## src/rtl/cla_pkg.sv

```systemverilog
package cla_pkg;

    localparam int unsigned DEF_GRP_W   = 4;
    localparam int unsigned DEF_NUM_GRP = 4;

    // propagate / generate pair for one bit or one group
    typedef struct packed {
        logic p;
        logic g;
    } pg_t;

    function automatic pg_t bit_pg(input logic x, input logic y);
        pg_t r;
        r.p = x | y;
        r.g = x & y;
        return r;
    endfunction

endpackage

```

## src/rtl/cla_lookahead.sv

```systemverilog
module cla_lookahead #(
    parameter int unsigned N = 4
) (
    input  cla_pkg::pg_t [N-1:0] pg_in,
    input  logic                 cin,
    output logic [N-1:0]         carry,
    output cla_pkg::pg_t         pg_out
);
    // every carry formed as a flat sum of products, no chaining
    always_comb begin
        logic acc;
        logic prod;
        carry = '0;
        for (int i = 0; i < N; i++) begin
            prod = cin;
            for (int k = 0; k < i; k++) prod = prod & pg_in[k].p;
            acc = prod;
            for (int j = 0; j < i; j++) begin
                prod = pg_in[j].g;
                for (int k = j + 1; k < i; k++) prod = prod & pg_in[k].p;
                acc = acc | prod;
            end
            carry[i] = acc;
        end
    end

    always_comb begin
        logic acc;
        logic prod;
        pg_out.p = 1'b1;
        for (int k = 0; k < N; k++) pg_out.p = pg_out.p & pg_in[k].p;
        acc = 1'b0;
        for (int j = 0; j < N; j++) begin
            prod = pg_in[j].g;
            for (int k = j + 1; k < N; k++) prod = prod & pg_in[k].p;
            acc = acc | prod;
        end
        pg_out.g = acc;
    end
endmodule

```

## src/rtl/cla_group.sv

```systemverilog
module cla_group #(
    parameter int unsigned GRP_W = 4
) (
    input  logic [GRP_W-1:0] a,
    input  logic [GRP_W-1:0] b,
    input  logic             cin,
    output logic [GRP_W-1:0] sum,
    output cla_pkg::pg_t     grp
);
    cla_pkg::pg_t [GRP_W-1:0] bpg;
    logic [GRP_W-1:0]         c_bit;

    for (genvar i = 0; i < GRP_W; i++) begin : g_bit
        assign bpg[i] = cla_pkg::bit_pg(a[i], b[i]);
    end

    cla_lookahead #(.N(GRP_W)) u_la (
        .pg_in  (bpg),
        .cin    (cin),
        .carry  (c_bit),
        .pg_out (grp)
    );

    assign sum = a ^ b ^ c_bit;
endmodule

```

## src/rtl/cla_adder.sv

```systemverilog
module cla_adder #(
    parameter int unsigned GRP_W   = cla_pkg::DEF_GRP_W,
    parameter int unsigned NUM_GRP = cla_pkg::DEF_NUM_GRP
) (
    input  logic [GRP_W*NUM_GRP-1:0] a,
    input  logic [GRP_W*NUM_GRP-1:0] b,
    input  logic                     cin,
    output logic [GRP_W*NUM_GRP-1:0] sum,
    output logic                     cout,
    output logic [NUM_GRP-1:0]       grp_p,
    output logic [NUM_GRP-1:0]       grp_g
);
    localparam int unsigned WIDTH = GRP_W * NUM_GRP;

    cla_pkg::pg_t [NUM_GRP-1:0] gpg;
    logic [NUM_GRP-1:0]         c_grp;
    cla_pkg::pg_t               top_pg;

    for (genvar k = 0; k < NUM_GRP; k++) begin : g_grp
        cla_group #(.GRP_W(GRP_W)) u_grp (
            .a   (a[k*GRP_W +: GRP_W]),
            .b   (b[k*GRP_W +: GRP_W]),
            .cin (c_grp[k]),
            .sum (sum[k*GRP_W +: GRP_W]),
            .grp (gpg[k])
        );
        assign grp_p[k] = gpg[k].p;
        assign grp_g[k] = gpg[k].g;
    end

    // second level: group carries straight from group P/G and cin
    cla_lookahead #(.N(NUM_GRP)) u_la2 (
        .pg_in  (gpg),
        .cin    (cin),
        .carry  (c_grp),
        .pg_out (top_pg)
    );

    assign cout = top_pg.g | (top_pg.p & cin);
endmodule

```

## config.mk

```make
export PLATFORM = sky130hd
export DESIGN_NAME = cla_adder
export DESIGN_NICKNAME = d
export VERILOG_FILES = /design/src/rtl/cla_pkg.sv /design/src/rtl/cla_lookahead.sv /design/src/rtl/cla_group.sv /design/src/rtl/cla_adder.sv
export SDC_FILE = /design/constraint.sdc
export NUM_CORES = 1
export LEC_CHECK = 0
export BUFFER_PORTS_ARGS = -buffer_cell sky130_fd_sc_hd__buf_2
export CORE_ASPECT_RATIO = 1.25
export CORE_MARGIN = 2
export CORE_UTILIZATION = 48
export DETAILED_ROUTE_END_ITERATION = 12
export GPL_TIMING_DRIVEN = 0
export PLACE_DENSITY = 0.85
export SLEW_MARGIN = 20
export SYNTH_ARGS = -nofsm -noshare
export SYNTH_HDL_FRONTEND = slang
export SYNTH_SLANG_ARGS = --single-unit
```

## constraint.sdc

```tcl
create_clock -name vclk -period 3.5
set_input_delay 0.7 -clock vclk [all_inputs]
set_output_delay 0.7 -clock vclk [all_outputs]
set_load 0.1 [all_outputs]
```

After elaboration in Yosys (flattened, before gate mapping)
Index checks and enable logic that the tools add are counted.

storage, ports and cells
  word-level logic and storage cells = 147
  register bits after elaboration = 0
  output and inout port bits = 25

operators by class
  bitwise gates (word level) = 147

operators by type and width
  cell           count
  $and A1 B1 Y1  77
  $or A1 B1 Y1   62
  $xor A4 B4 Y4  8

Depth between registers and ports, before layout
Gate-level depths: netlist of run 1.

  word-level depth = 19
  gate-level depth with buffers = 9
  depth with buffers taken out = 9

Cells and area by module
A second synthesis of run 1 with hierarchy kept.

second synthesis, totals
  cell total of the unflattened synthesis = 162
  area, all modules = 1066.0 µm²

by module, submodules not included
  module         cells an instance  instances  sequential area each (µm²)  area each (µm²)
  cla_group      24                 4          0.0                         180.2
  cla_lookahead  13                 5          0.0                         67.6
  cla_adder      1                  1          0.0                         7.5

Worst setup path before layout of run 1
OpenSTA, ideal clock, no wires.

  path kind = in2out
  start = input a[5]
  end = output sum[11]
  slack = -2.771 ns
  arrival = 5.571 ns
  stages = 5
  cells stage by stage = inv_1 ha_1 nor4_2 a21oi_1 a311oi_1

RTL lines
  element                           line                                      source
  start, declared                   cla_adder.sv:5                            input logic [GRP_W*NUM_GRP-1:0] a,
  $or A1 B1 Y1 *                    cla_pkg.sv:14                             r.p = x | y;
  $and A1 B1 Y1 * (3 in series)     cla_lookahead.sv:31                       for (int k = 0; k < N; k++) pg_out.p = pg_out.p & pg_in[k].p;
  via grp_p[1]                      cla_adder.sv:10                           output logic [NUM_GRP-1:0] grp_p,
  $and A1 B1 Y1 (on tied branches)  cla_lookahead.sv:16, cla_lookahead.sv:20
  $or A1 B1 Y1 * (2 in series)      cla_lookahead.sv:21                       acc = acc | prod;
  $and A1 B1 Y1 * (3 in series)     cla_lookahead.sv:16                       for (int k = 0; k < i; k++) prod = prod & pg_in[k].p;
  $or A1 B1 Y1 * (3 in series)      cla_lookahead.sv:21
  $xor A4 B4 Y4 *                   cla_group.sv:24                           assign sum = a ^ b ^ c_bit;
  end, declared                     cla_adder.sv:8                            output logic [GRP_W*NUM_GRP-1:0] sum,

Mark *: on every way through the listed nets, which the timed path passes. The rest lies on a longest branch.

Worst setup path after layout of run 1
  start = input b[8]
  end = output sum[15]

between the ends
  word-level cells in the longest chain between the ends = 15

ends and longest elaborated chain
  element                                               line                                      source
  start, declared                                       cla_adder.sv:6                            input logic [GRP_W*NUM_GRP-1:0] b,
  $or A1 B1 Y1 / $and A1 B1 Y1 (equally long branches)  cla_pkg.sv:14, cla_pkg.sv:15
  $and A1 B1 Y1 (on tied branches) (3 in series)        cla_lookahead.sv:31, cla_lookahead.sv:35
  $and A1 B1 Y1 (tied with other cells)                 cla_lookahead.sv:16
  $or A1 B1 Y1 (on tied branches) (2 in series)         cla_lookahead.sv:21, cla_lookahead.sv:36
  $or A1 B1 Y1 *                                        cla_lookahead.sv:21
  $and A1 B1 Y1 * (3 in series)                         cla_lookahead.sv:16
  $or A1 B1 Y1 * (3 in series)                          cla_lookahead.sv:21
  $xor A4 B4 Y4 *                                       cla_group.sv:24

Mark *: on every way between the ends. The rest lies on a longest branch, timed or not.

==> results of run 1 <==
-- final cells by class --
cell class / count / area, sq um / area share, %
Inverter: 43 / 178.9 / 9.842
Multi-Input combinational cell: 98 / 1191 / 65.52
Tap cell: 31 / 38.79 / 2.134
Timing Repair Buffer: 62 / 409.1 / 22.51
-- path summary, 6_finish.rpt --
path	depth (start not counted)	slack [ps]	endpoint	startpoint
max	11	10	sum[15]	b[8]
min	3	1940	sum[12]	b[12]
-- cell usage in the layout (no fill, tap or decap), types with 2 or more instances in the layout --
cell type	n
buf_12	3
nor2b_1	3
o21bai_1	2
ha_1	27
a21oi_1	6
buf_2	48
xor2_4	5
buf_4	6
inv_2	5
fa_2	2
buf_8	2
nor4_4	2
xnor2_2	2
nand2_1	3
ha_4	2
o21ai_1	2
ha_2	3
fa_1	2
o31ai_4	2
a21oi_2	2
a311oi_2	2
nor2_1	8
inv_1	36
buf_6	3
xor2_2	3
-- worst min-delay path, cell delays in order --
cell and delay, ps:
buf_2 120, fa_2 240, buf_12 170
-- routing by layer --
metal | track usage, % | part of all wire, % | up-vias
li1 | - | - | 564
met1 | 21.46 | 33 | 527
met2 | 46.23 | 61 | 36
met3 | 1.266 | 4.3 | 4
met4 | 2.449 | 1.4 | 0
met5 | 0 | 0 | -
-- cell families after synthesis --
group,synth area share (%)
xor+xnor,8.923
buf+inv,14.95
mux,0.9270
compound gates,14.83
fa+ha+maj,44.50
simple gates,15.88
-- timing repair --
item / in CTS / in global routing
pin swaps: 2 / 7
gates resized for setup: 16 / 16
endpoints found under the setup margin: 6 / 8
setup buffers: 1 / 3
-- per-stage QoR --
step / power (mW) / setup WS, ps / hold slack, ps / utilization, %
global route: 0.7482 / -52.46 / 1946 / 84.04
CTS: 0.7058 / 3.162 / 1927 / 80.34
detailed placement: 0.6619 / -270.9 / 2024 / 77.39
finish: 0.7194 / 11.01 / 1939 / 84.04
global placement: 0.6498 / -241.5 / 2010 / 77.39
floorplan: 0.5763 / -812.4 / 1699 / -
-- synthesized netlist by cell type, drive strengths merged, types with 2 or more instances --
library cell / count / area share [%]
o21bai: 3 / 2.1
xnor2: 2 / 1.6
nand3: 2 / 0.93
xor2: 9 / 7.3
nor2: 8 / 2.8
o21ai: 4 / 1.9
a311oi: 2 / 2.2
inv: 43 / 15
fa: 4 / 7.4
nor2b: 3 / 1.7
nand2: 4 / 1.4
ha: 32 / 37
nor4: 3 / 2.3
a21oi: 9 / 4.5
o31ai: 2 / 2.3
or2: 2 / 1.4
-- where the power goes --
part           total, mW  switching (mW)  internal, mW
clock network          0               0             0
logic              0.719           0.531         0.188
registers              0               0             0
==> results.tsv, run 1 <==
stage	metric	value	unit
floorplan	Die Ht	57.03	um
layout	Finished Layout Cells	234	
routing	routed wire length	2817	um
pwr	peak supply drop	0.3374	mV
yosys	YS warnings	0	
job	maxcap violations	0	
placed_design	Area after DPL	1674	sq um
routing	drt wl/cell	12.04	um
global_route	GRT Util Overall	21.76	%
layout	Filler Cell Count	136	
timing	Final Hold Viols	0	
floorplan	Initial Util	49.91	%
worst_setup_path	Critical path buffers and inverters	4	
worst_setup_path	Worst setup SP type	input pin	
layout	sequential cells	0	
placed_design	port buffer count	58	
layout	Net count, final	274	
worst_setup_path	CP max stage delay	370	ps
worst_setup_path	crit path DAT	2790	ps
global_route	initial antenna violation count	0	
global_route	largest net degree at the start of global routing	6	
yosys	Seq/Total Area, Yosys	0	%
global_route	vias in the first global route	1094	
worst_setup_path	CP dominant cell by count	inv_2	
routing	DRC	0	
worst_setup_path	crit-path cells	buf_8 -> inv_2 -> ha_2 -> or2_4 -> or3_4 -> a311oi_2 -> nor3_2 -> inv_2 -> mux2i_4 -> xor2_4 -> buf_12	
floorplan	Rows	19	
worst_setup_path	CP required	2800	ps
routing	iteration count of the initial detailed-routing pass	4	
timing	Rel. slew slack	67.22	%
layout	layout cells sized above 1	52.71	%
placed_design	Final GP Congestion	0.7431	
clock_network	# hold bufs at CTS	0	
worst_setup_path	CP max FO	3	
worst_setup_path	CP Class	in2out	
layout	ANT cells	0	
worst_setup_path	Critical Path End Type	primary output	
timing	Slew Limit Fails	0	
timing	RSZ-0062 raised after global routing	true	
routing	Starting DRT DRC Count	7	
worst_setup_path	Top delay family on crit path	simple AND/OR/NAND/NOR gates	
routing	ANT nets after route	0	
floorplan	I/O pin cnt	58	
timing	post-route clock period utilization	99.69	%
layout	CLK BUF	0	
placed_design	Placed Cells	230	
routing	via count	1131	
global_route	total grt overflow	0	
global_route	first-pass GRT wire length	4422	um
worst_setup_path	slowest stage cell, crit path	or3_4	
yosys	Synthesized Nets	210	
run_status	status	completed	
floorplan	Die ar.	2647	sq um
routing	DR vias/cell	4.833	
floorplan	total core area	2163	sq um
yosys	count of distinct cell types in the synthesized netlist	31	
timing	fmax	0.2866	GHz
layout	Register Area	0	sq um
floorplan	Die Width	46.42	um
yosys	Mapped Cells	141	
placed_design	HPWL Detailed	2316	um
timing	Setup violations, final	0	
timing	Worst Max-Slew Pin Slew	495.0	ps
min_path	worst hold path type	in2out	
layout	Area growth syn-to-layout	68.37	%
yosys	Avg Cell Area, Syn	7.658	sq um
timing	Final min period	3489	ps
layout	Final Instance Area	1818	sq um
yosys	Mapped Area	1080	sq um
timing	setup TNS	0	ps
pwr	Power Density	395.7	nW/um^2
pwr	Leak Pwr	0.9718	nW
(Power assumes the default switching activity.)
==> inputs of run 2 (changes only) <==
Settings changed: ABC_AREA set to 1.
==> run 2 against run 1 <==
  * Synthesized cell count rose by 16%
  * Count of clock-buffer cells in the layout did not move
  * Maximum frequency rose by 6.6%
  * First-iteration DRC count fell by 43%
  * Critical path depth rose by 2
  * Flip-flop and latch count did not move
  * Utilization fell by 12 points
  * Non-clock buffer count fell by 4
  * Worst setup slack improved by 220 ps
  * Routed wire length fell by 21%
  * Area after synthesis rose by 0.81%
  * Hold slack improved by 86 ps
==> results.tsv, run 2 <==
stage	metric	value	unit
run_status	status	completed	
worst_setup_path	Top delay family on crit path	buffers and inverters	
routing	via count	1076	
placed_design	pre-CTS setup slack	87.81	ps
yosys	Mapped Cells	163	
worst_setup_path	Critical path buffers and inverters	5	
routing	DRC	0	
placed_design	Placed Cells	252	
routing	ANT nets after route	0	
yosys	Synth Area in Simple Gates	24.60	%
worst_setup_path	crit path DAT	2570	ps
yosys	Adder-Cell Fraction of Synth Area	44.14	%
yosys	cell with the most instances after synthesis	inv_1	
timing	Rel. slew slack	67.30	%
placed_design	HPWL Detailed	2195	um
timing	RSZ-0062 raised after global routing	false	
worst_setup_path	Critical Path End Type	primary output	
yosys	largest family of logic cells by synthesized area	adder cells	
worst_setup_path	CP max FO	3	
job	maxcap violations	0	
yosys	post-synth top area cell	ha_1	
pwr	Power Density	394.2	nW/um^2
routing	iteration count of the initial detailed-routing pass	4	
placed_design	port buffer count	58	
global_route	total grt overflow	0	
layout	sequential cells	0	
timing	setup TNS	0	ps
floorplan	Die ar.	2667	sq um
yosys	Post-synth top cells	inv_1, ha_1, nand2_1	
yosys	Mapped Area	1089	sq um
floorplan	I/O pin cnt	58	
global_route	vias in the first global route	1061	
pwr	Leak Pwr	0.9957	nW
yosys	xor/xnor share of the synthesized area	8.046	%
yosys	Synthesized Nets	232	
floorplan	Initial Util	50.32	%
worst_setup_path	crit-path cells	buf_2 -> inv_1 -> ha_1 -> inv_1 -> nand2_1 -> nand2_1 -> inv_1 -> nor2_1 -> nor2_1 -> nand4_2 -> fa_2 -> xor2_4 -> buf_2	
layout	most frequent cells in the layout	inv_1, buf_2, ha_1	
global_route	first-pass GRT wire length	3912	um
worst_setup_path	CP Class	in2out	
global_route	GRT Util Overall	18.77	%
routing	Starting DRT DRC Count	4	
yosys	mux contribution to synthesized area	0	%
layout	CLK BUF	0	
yosys	Avg Cell Area, Syn	6.678	sq um
worst_setup_path	Worst setup SP type	input pin	
min_path	worst hold path type	in2out	
floorplan	total core area	2163	sq um
worst_setup_path	CP max stage delay	430	ps
floorplan	Die Width	46.60	um
yosys	compound-cell area share of the yosys netlist	3.563	%
timing	final worst slack	227.0	ps
layout	Area growth syn-to-layout	42.53	%
timing	fmax	0.3055	GHz
timing	Slew Limit Fails	0	
global_route	largest net degree at the start of global routing	5	
pwr	peak supply drop	0.3605	mV
floorplan	Rows	19	
layout	Final Util	71.72	%
layout	Register Area	0	sq um
layout	Finished Layout Cells	252	
layout	most common cell after layout, fill and taps aside	inv_1	
placed_design	Final GP Congestion	0.7928	
layout	ANT cells	0	
yosys	post-synth top area share	36.78	%
yosys	ranking of synthesized cells by area	ha_1, inv_1, nand2_1, fa_1, nor2_1	
timing	Setup violations, final	0	
timing	Final min period	3273	ps
yosys	count of distinct cell types in the synthesized netlist	20	
global_route	initial antenna violation count	0	
worst_setup_path	CP dominant cell by count	inv_1	
layout	Net count, final	292	
timing	post-route clock period utilization	93.51	%
routing	routed wire length	2222	um
worst_setup_path	slowest stage cell, crit path	buf_2	
routing	drt wl/cell	8.817	um
routing	DR vias/cell	4.270	
worst_setup_path	CP required	2800	ps
timing	Worst Max-Slew Pin Slew	493.8	ps
timing	Final Hold Viols	0	
yosys	Seq/Total Area, Yosys	0	%
floorplan	Die Ht	57.24	um
yosys	YS warnings	0	
layout	layout cells sized above 1	38.01	%
==> run 2: stage by stage <==
step	cell area, sq um	power, mW	hold WS (ps)
final	1551	0.6116	2025
after detailed placement	1544	0.6113	2025
after global routing	1551	0.6428	2051
after CTS	1544	0.6126	2030
after global placement	1544	0.6032	2010
after floorplan	1215	0.5309	1782
==> run 2: final timing paths <==
check | cells after the start | end | start
hold / removal | 3 | sum[8] | b[8]
setup / recovery | 13 | sum[13] | a[9]
==> run 2: layer usage <==
metal / global-route usage, % / share of wire [%]
met5: 0 / 0
met4: 0 / 0
met3: 0.6329 / 3.7
met2: 40.08 / 59
met1: 19.61 / 37
==> run 2: area by class of cell <==
cell class	count	area, sq um
multi-input cells	106	1001
fillers	186	611.8
repair buffers	58	297.8
inverters	57	214.0
well taps	31	38.79
==> run 2: what timing repair did <==
| action | CTS | global route |
|---|---|---|
| endpoints found under the setup margin | 0 | 3 |
| gates resized for setup | 0 | 4 |
| hold buffers | 0 | 0 |
| buffers inserted | 0 | 0 |
==> run 2: cell families after synthesis <==
logic type | Yosys count
xor gates and xnor gates | 10
adders and majority gates | 36
AOI/OAI and AO/OA | 7
buffers and inverters | 57
and+or+nand+nor | 53
==> run 2: tightest hold or removal path, delay by kind of cell <==
| kind | cells | cell delay, ps |
|---|---|---|
| adders and majority gates | 1 | 190 |
| buffers and inverters | 2 | 430 |
==> run 2: power breakdown <==
part | internal (mW) | leakage [nW] | switching (mW)
registers | 0 | 0 | 0
clock network | 0 | 0 | 0
logic | 0.124 | 0.996 | 0.488
total | 0.124 | 0.996 | 0.488
